$ cat config.mk
export PLATFORM = sky130hd
export DESIGN_NAME = shield_listener
export DESIGN_NICKNAME = d
export VERILOG_FILES = /design/src/rtl/shield_pkg.sv /design/src/rtl/jam_slot_picker.sv /design/src/rtl/slot_sequencer.sv /design/src/rtl/masked_decoder.sv /design/src/rtl/shield_listener.sv
export SDC_FILE = /design/constraint.sdc
export NUM_CORES = 1
export LEC_CHECK = 0
export ABC_AREA = 1
export BUFFER_PORTS_ARGS = -buffer_cell sky130_fd_sc_hd__buf_4
export CAP_MARGIN = 5
export CORE_MARGIN = 1.5
export CORE_UTILIZATION = 30
export CTS_BUF_LIST = sky130_fd_sc_hd__clkbuf_8 sky130_fd_sc_hd__clkbuf_16
export DETAILED_ROUTE_END_ITERATION = 8
export PLACE_DENSITY = 0.54
export SYNTH_ARGS = -nofsm -noshare
export SYNTH_HDL_FRONTEND = slang
export SYNTH_HIERARCHICAL = 1
export SYNTH_SLANG_ARGS = --single-unit
$ cat constraint.sdc
create_clock -name clk -period 5.85 [get_ports clk]
set_clock_uncertainty 0.05 [all_clocks]
set_input_delay 0.585 -clock clk [delete_from_list [all_inputs] [get_ports clk]]
set_output_delay 0.585 -clock clk [all_outputs]
set_load 0.02 [all_outputs]
$ cat src/rtl/shield_pkg.sv
package shield_pkg;

   // Alternating pattern, 1 at the MSB, used as the default bit-one codeword.
   function automatic logic [63:0] alt_word(input int n);
      logic [63:0] w;
      w = '0;
      for (int i = 0; i < n; i++) begin
         w[n-1-i] = (i % 2 == 0);
      end
      return w;
   endfunction

   typedef struct packed {
      logic bit_val;
      logic ok;
      logic err;
   } dec_res_t;

endpackage

$ cat src/rtl/jam_slot_picker.sv
module jam_slot_picker #(
   parameter int                 HALF   = 5,
   parameter int                 IDX_W  = 3,
   parameter int                 LFSR_W = 8,
   parameter logic [LFSR_W-1:0]  TAPS   = 8'hB8,
   parameter logic [LFSR_W-1:0]  SEED   = 8'h5A
) (
   input  logic             clk,
   input  logic             rst_n,
   output logic [IDX_W-1:0] pick_o
);

   logic [LFSR_W-1:0] lfsr_q;
   logic              fb;
   logic [IDX_W-1:0]  raw;

   assign fb  = ^(lfsr_q & TAPS);
   assign raw = lfsr_q[IDX_W-1:0];

   always_ff @(posedge clk or negedge rst_n) begin
      if (!rst_n) lfsr_q <= SEED;
      else        lfsr_q <= {lfsr_q[LFSR_W-2:0], fb};
   end

   generate
      if (HALF == (1 << IDX_W)) begin : g_direct
         assign pick_o = raw;
      end else begin : g_reject
         logic [IDX_W-1:0] cand_q;
         always_ff @(posedge clk or negedge rst_n) begin
            if (!rst_n)                   cand_q <= '0;
            else if (int'(raw) < HALF)    cand_q <= raw;
         end
         assign pick_o = cand_q;
      end
   endgenerate

endmodule

$ cat src/rtl/slot_sequencer.sv
module slot_sequencer #(
   parameter int CW_LEN = 10,
   parameter int IDX_W  = 3,
   parameter int SLOT_W = 4
) (
   input  logic              clk,
   input  logic              rst_n,
   input  logic              start_i,
   input  logic              auth_i,
   input  logic              rx_vld_i,
   input  logic [IDX_W-1:0]  pick_i,
   output logic              active_o,
   output logic              auth_o,
   output logic [IDX_W-1:0]  idx_o,
   output logic [SLOT_W-1:0] slot_o,
   output logic              last_hit_o,
   output logic              jam_o
);

   localparam logic [SLOT_W-1:0] LAST = SLOT_W'(CW_LEN - 1);

   logic              act_q, auth_q, jam_q;
   logic [IDX_W-1:0]  idx_q;
   logic [SLOT_W-1:0] slot_q;
   logic              act_d, auth_d;
   logic [IDX_W-1:0]  idx_d;
   logic [SLOT_W-1:0] slot_d;
   logic              step;

   assign step       = act_q && rx_vld_i && !start_i;
   assign last_hit_o = step && (slot_q == LAST);

   always_comb begin
      act_d  = act_q;
      auth_d = auth_q;
      idx_d  = idx_q;
      slot_d = slot_q;
      if (start_i) begin
         act_d  = 1'b1;
         auth_d = auth_i;
         idx_d  = pick_i;
         slot_d = '0;
      end else if (step) begin
         if (slot_q == LAST) begin
            act_d  = 1'b0;
            slot_d = '0;
         end else begin
            slot_d = slot_q + 1'b1;
         end
      end
   end

   always_ff @(posedge clk or negedge rst_n) begin
      if (!rst_n) begin
         act_q  <= 1'b0;
         auth_q <= 1'b0;
         idx_q  <= '0;
         slot_q <= '0;
         jam_q  <= 1'b0;
      end else begin
         act_q  <= act_d;
         auth_q <= auth_d;
         idx_q  <= idx_d;
         slot_q <= slot_d;
         jam_q  <= act_d && (!auth_d || (slot_d == SLOT_W'(idx_d)));
      end
   end

   assign active_o = act_q;
   assign auth_o   = auth_q;
   assign idx_o    = idx_q;
   assign slot_o   = slot_q;
   assign jam_o    = jam_q;

endmodule

$ cat src/rtl/masked_decoder.sv
module masked_decoder
   import shield_pkg::*;
#(
   parameter int                CW_LEN   = 10,
   parameter int                IDX_W    = 3,
   parameter logic [CW_LEN-1:0] CODE_ONE = '1
) (
   input  logic [CW_LEN-1:0] word_i,
   input  logic [IDX_W-1:0]  idx_i,
   input  logic              auth_i,
   output dec_res_t          res_o
);

   localparam int DW = $clog2(CW_LEN + 1);

   logic [CW_LEN-1:0] keep;
   logic [DW-1:0]     d_one, d_zero;

   always_comb begin
      keep = '1;
      keep[CW_LEN-1-int'(idx_i)] = 1'b0;
   end

   assign d_one  = DW'($countones((word_i ^  CODE_ONE) & keep));
   assign d_zero = DW'($countones((word_i ^ ~CODE_ONE) & keep));

   always_comb begin
      res_o = '0;
      if (!auth_i) begin
         res_o.err = 1'b1;
      end else if (d_one < d_zero && d_one <= DW'(1)) begin
         res_o.ok      = 1'b1;
         res_o.bit_val = 1'b1;
      end else if (d_zero < d_one && d_zero <= DW'(1)) begin
         res_o.ok      = 1'b1;
         res_o.bit_val = 1'b0;
      end else begin
         res_o.err = 1'b1;
      end
   end

endmodule

$ cat src/rtl/shield_listener.sv
module shield_listener
   import shield_pkg::*;
#(
   parameter int                CW_LEN   = 10,
   parameter logic [CW_LEN-1:0] CODE_ONE = CW_LEN'(shield_pkg::alt_word(CW_LEN)),
   parameter int                LFSR_W   = 8,
   parameter logic [LFSR_W-1:0] TAPS     = 8'hB8,
   parameter logic [LFSR_W-1:0] SEED     = 8'h5A
) (
   input  logic clk,
   input  logic rst_n,
   input  logic start_i,
   input  logic auth_i,
   input  logic rx_bit_i,
   input  logic rx_vld_i,
   output logic jam_o,
   output logic dec_bit_o,
   output logic dec_vld_o,
   output logic dec_err_o
);

   localparam int HALF   = CW_LEN / 2;
   localparam int IDX_W  = (HALF > 1) ? $clog2(HALF) : 1;
   localparam int SLOT_W = $clog2(CW_LEN);

   generate
      if (CW_LEN < 4 || CW_LEN > 64) begin : g_bad_len
         $error("shield_listener: CW_LEN must be within 4..64");
      end
      if (LFSR_W < IDX_W || LFSR_W < 2) begin : g_bad_lfsr
         $error("shield_listener: LFSR_W too narrow for the jam slot");
      end
      if (SEED == '0) begin : g_bad_seed
         $error("shield_listener: SEED must be non-zero");
      end
   endgenerate

   logic [IDX_W-1:0]  pick;
   logic              cw_active, cw_auth, last_hit;
   logic [IDX_W-1:0]  cw_idx;
   logic [SLOT_W-1:0] cw_slot;
   logic [CW_LEN-1:0] shreg_q, word_full;
   dec_res_t          res;
   dec_res_t          out_q;

   jam_slot_picker #(
      .HALF(HALF), .IDX_W(IDX_W), .LFSR_W(LFSR_W), .TAPS(TAPS), .SEED(SEED)
   ) u_pick (
      .clk(clk), .rst_n(rst_n), .pick_o(pick)
   );

   slot_sequencer #(
      .CW_LEN(CW_LEN), .IDX_W(IDX_W), .SLOT_W(SLOT_W)
   ) u_seq (
      .clk(clk), .rst_n(rst_n), .start_i(start_i), .auth_i(auth_i),
      .rx_vld_i(rx_vld_i), .pick_i(pick), .active_o(cw_active),
      .auth_o(cw_auth), .idx_o(cw_idx), .slot_o(cw_slot),
      .last_hit_o(last_hit), .jam_o(jam_o)
   );

   always_ff @(posedge clk or negedge rst_n) begin
      if (!rst_n)                                    shreg_q <= '0;
      else if (start_i)                              shreg_q <= '0;
      else if (cw_active && rx_vld_i)                shreg_q <= {shreg_q[CW_LEN-2:0], rx_bit_i};
   end

   assign word_full = {shreg_q[CW_LEN-2:0], rx_bit_i};

   masked_decoder #(
      .CW_LEN(CW_LEN), .IDX_W(IDX_W), .CODE_ONE(CODE_ONE)
   ) u_dec (
      .word_i(word_full), .idx_i(cw_idx), .auth_i(cw_auth), .res_o(res)
   );

   always_ff @(posedge clk or negedge rst_n) begin
      if (!rst_n)        out_q <= '0;
      else if (last_hit) out_q <= res;
      else               out_q <= '{bit_val: out_q.bit_val, ok: 1'b0, err: 1'b0};
   end

   assign dec_bit_o = out_q.bit_val;
   assign dec_vld_o = out_q.ok;
   assign dec_err_o = out_q.err;

endmodule

==> results.json <==
{
  "drive_gt1_share_pct": 15.66,
  "clockBufferDepth": 2,
  "antenna_found_initial": 0,
  "drtPass1Iterations": 4,
  "cts_hold_buf": 0,
  "max_freq_ghz": 0.2168,
  "wire_per_inst_um": 9.917,
  "finalHoldViolCount": 0,
  "vias": 1817,
  "ant_nets": 0,
  "slew_headroom_pct": 71.62,
  "crit_fanout": 8,
  "cts.sinks": 33,
  "seq_area_um2": 830.8,
  "tns_ps": 0,
  "netlist.area_leader.share_pct": 30.01,
  "antennaDiodeCount": 0,
  "syn_area_per_cell_um2": 7.606,
  "tritoncts": "done",
  "rsz0062_at_grt": "no",
  "yosysMostFrequentCell": "nand2_1",
  "clkTransAtPathRegs_ps": 70,
  "final_nets": 364,
  "grt_max_degree": 34,
  "ys_top_cells_by_count": "nand2_1, inv_1, dfrtp_1",
  "gr-total-overflow": 0,
  "synthesis.area_mm2": 0.002419,
  "drt_first_iter_violations": 83,
  "maxSlewViolCount": 0,
  "status": "complete, no violations",
  "multi_input_area_mm2": 0.001217,
  "finalCritPeriodShare_pct": 78.85,
  "ys_seq_area_share_pct": 34.35,
  "dp_hpwl_um": 3417,
  "post_drt_via_cell_ratio": 4.187,
  "rows": 32,
  "routabilityCongestion": 0.7977,
  "syn2layout_area_growth_pct": 10.86,
  "cts_root_buf": "clkbuf_8",
  "synth_top_area_cell": "dfrtp_1",
  "cp_data_arrival_time_ps": 4740,
  "power.density_mw_per_mm2": 210.8,
  "required_ps": 5980,
  "end_kind": "flip-flop",
  "fillCellCount": 832,
  "power.leakage_nw": 1.502,
  "hp-class": "in -> async",
  "ys_warn_count": 6,
  "synthTopCellsByArea": "dfrtp_1, nand2_1, inv_1, fa_1, ha_1",
  "wl_um": 4304,
  "numPortBuffers": 9,
  "core-area_mm2": 0.007767,
  "insertion_delay_ps": 280,
  "placedCellCount": 426,
  "synthArstFlopShare_pct": 100.0,
  "critical_path_class": "reg -> reg",
  "synth_cell_types": 30,
  "initial_utilization_pct": 31.14,
  "io_pins": 10,
  "ys_seq_elements": 33,
  "drv_cap": 0,
  "fin_cells": 434,
  "numCtsBuffers": 5,
  "grt_pass1_vias": 1807,
  "fin_crit_ps": 4613,
  "cts.repair.resized": 0,
  "drc_errors": 0,
  "grt_use_total_pct": 11.52,
  "r2r_slack_ps": 1240,
  "htree_levels": 2,
  "worst_pin_slew_ps": 425.7,
  "ir_drop_mv": 0.1492,
  "syn_inst": 318,
  "die-area_mm2": 0.008610,
  "synth_edf_count": 0,
  "grt_pass1_wl_um": 7976,
  "setup_violations": 0,
  "start_kind": "flip-flop",
  "synth_nets": 351,
  "synth_ff_type": "dfrtp_1",
  "post_cts_buffers": 0,
  "die_x_um": 92.79,
  "die_y_um": 92.79
}
[routing by layer]
metal / part of all wire [%] / up-vias / wire [um] / track usage [%]
li1: - / 959 / - / -
met1: 49 / 836 / 2119 / 14.37
met2: 47 / 17 / 2037 / 20.32
met3: 2.3 / 5 / 99 / 2.299
met4: 1.1 / 0 / 47 / 2.652
met5: 0 / - / 0 / 0
[stage by stage]
step / hold WS [ps] / instance area [um^2] / utilization, % / total power, mW / setup slack [ps]
after floorplan: 239.4 / 2419 / - / 0.3519 / 1484
after global placement: 331.5 / 2580 / 33.22 / 0.3807 / 1246
after detailed placement: 334.4 / 2580 / 33.22 / 0.3826 / 1218
after CTS: 188.6 / 2681 / 34.52 / 0.5797 / 1193
after global routing: 214.8 / 2681 / 34.52 / 0.6105 / 853.6
final: 177.6 / 2681 / 34.52 / 0.5652 / 1237
[cell type report]
class / count / share of cell area [%]
inverters: 87 / 12.55
well taps: 102 / 4.760
repair buffers: 9 / 2.520
flip-flops and latches: 33 / 30.98
multi-input cells: 195 / 45.40
clock inverters: 1 / 0.1867
clock buffers: 7 / 3.593
[critical path, stage by stage, from the launching register on]
cell and delay [ps]:
dfrtp_1 470, ha_1 270, nand3_1 110, nand2_1 90, inv_1 50, fa_1 530
inv_1 50, fa_1 530, inv_1 50, fa_1 500, fa_1 450, inv_1 80
fa_1 430, ha_1 310, nand2_1 70, nand2_1 50, nand2_1 50, nand2_1 70
inv_1 60, nand2_1 50, nand2_2 80, inv_2 30, nand2_1 50, inv_1 30
[worst paths after layout]
path,from,to,depth (start not counted)
worst max-delay path,u_seq/idx_o[1]$_DFF_PN0_,dec_err_o$_DFF_PN0_,23
worst min-delay path,rst_n,shreg_q[3]$_DFFE_PN0P_,1
worst max register to register,u_seq/idx_o[1]$_DFF_PN0_,dec_err_o$_DFF_PN0_,23
worst min register to register,u_pick/lfsr_q[3]$_DFF_PN1_,u_pick/lfsr_q[4]$_DFF_PN1_,0
max in group asynchronous,rst_n,u_pick/lfsr_q[3]$_DFF_PN1_,1
min in group clk,u_pick/lfsr_q[3]$_DFF_PN1_,u_pick/lfsr_q[4]$_DFF_PN1_,0
[power by group]
part | internal [mW] | switching [mW] | total (mW)
logic | 0.0553 | 0.0847 | 0.140
clock network | 0.106 | 0.0831 | 0.189
registers | 0.232 | 0.00343 | 0.236
total | 0.394 | 0.171 | 0.565
[cell usage in the layout (no fill, tap or decap), types with 2 or more instances in the layout]
cell and count:
a21boi_0 2, inv_2 5, ha_1 15, nor2_2 4
dfrtp_1 29, inv_4 2, nand3_1 23, a21oi_2 3
buf_4 9, o21ai_0 3, fa_1 12, a21oi_1 4
nand3_2 2, dfstp_2 4, nand2_2 9, clkbuf_8 7
nand4_1 4, nor2_1 18, inv_1 79, nand2_1 86
[state kept, by name, summed over array words and instances (netlist names), 3 cells and up]
name and count:
u_seq/slot_o 4, shreg_q 9, u_seq/idx_o 3, u_pick/pick_o 3
u_pick/lfsr_q 8
[logic make-up (layout without fill, tap and decap cells)]
| kind of cell | Yosys count | after routing | share of synthesized area, % |
|---|---|---|---|
| AO/OA/AOI/OAI | 16 | 16 | 4.346 |
| XOR/XNOR | 1 | 1 | 0.3622 |
| adder cells (fa/ha/maj) | 27 | 27 | 17.69 |
| buffers and inverters | 90 | 104 | 15.31 |
| flip-flops | 33 | 33 | 34.35 |
| AND/OR/NAND/NOR | 151 | 151 | 27.94 |
No activity file was read; power rests on OpenSTA's default activity.
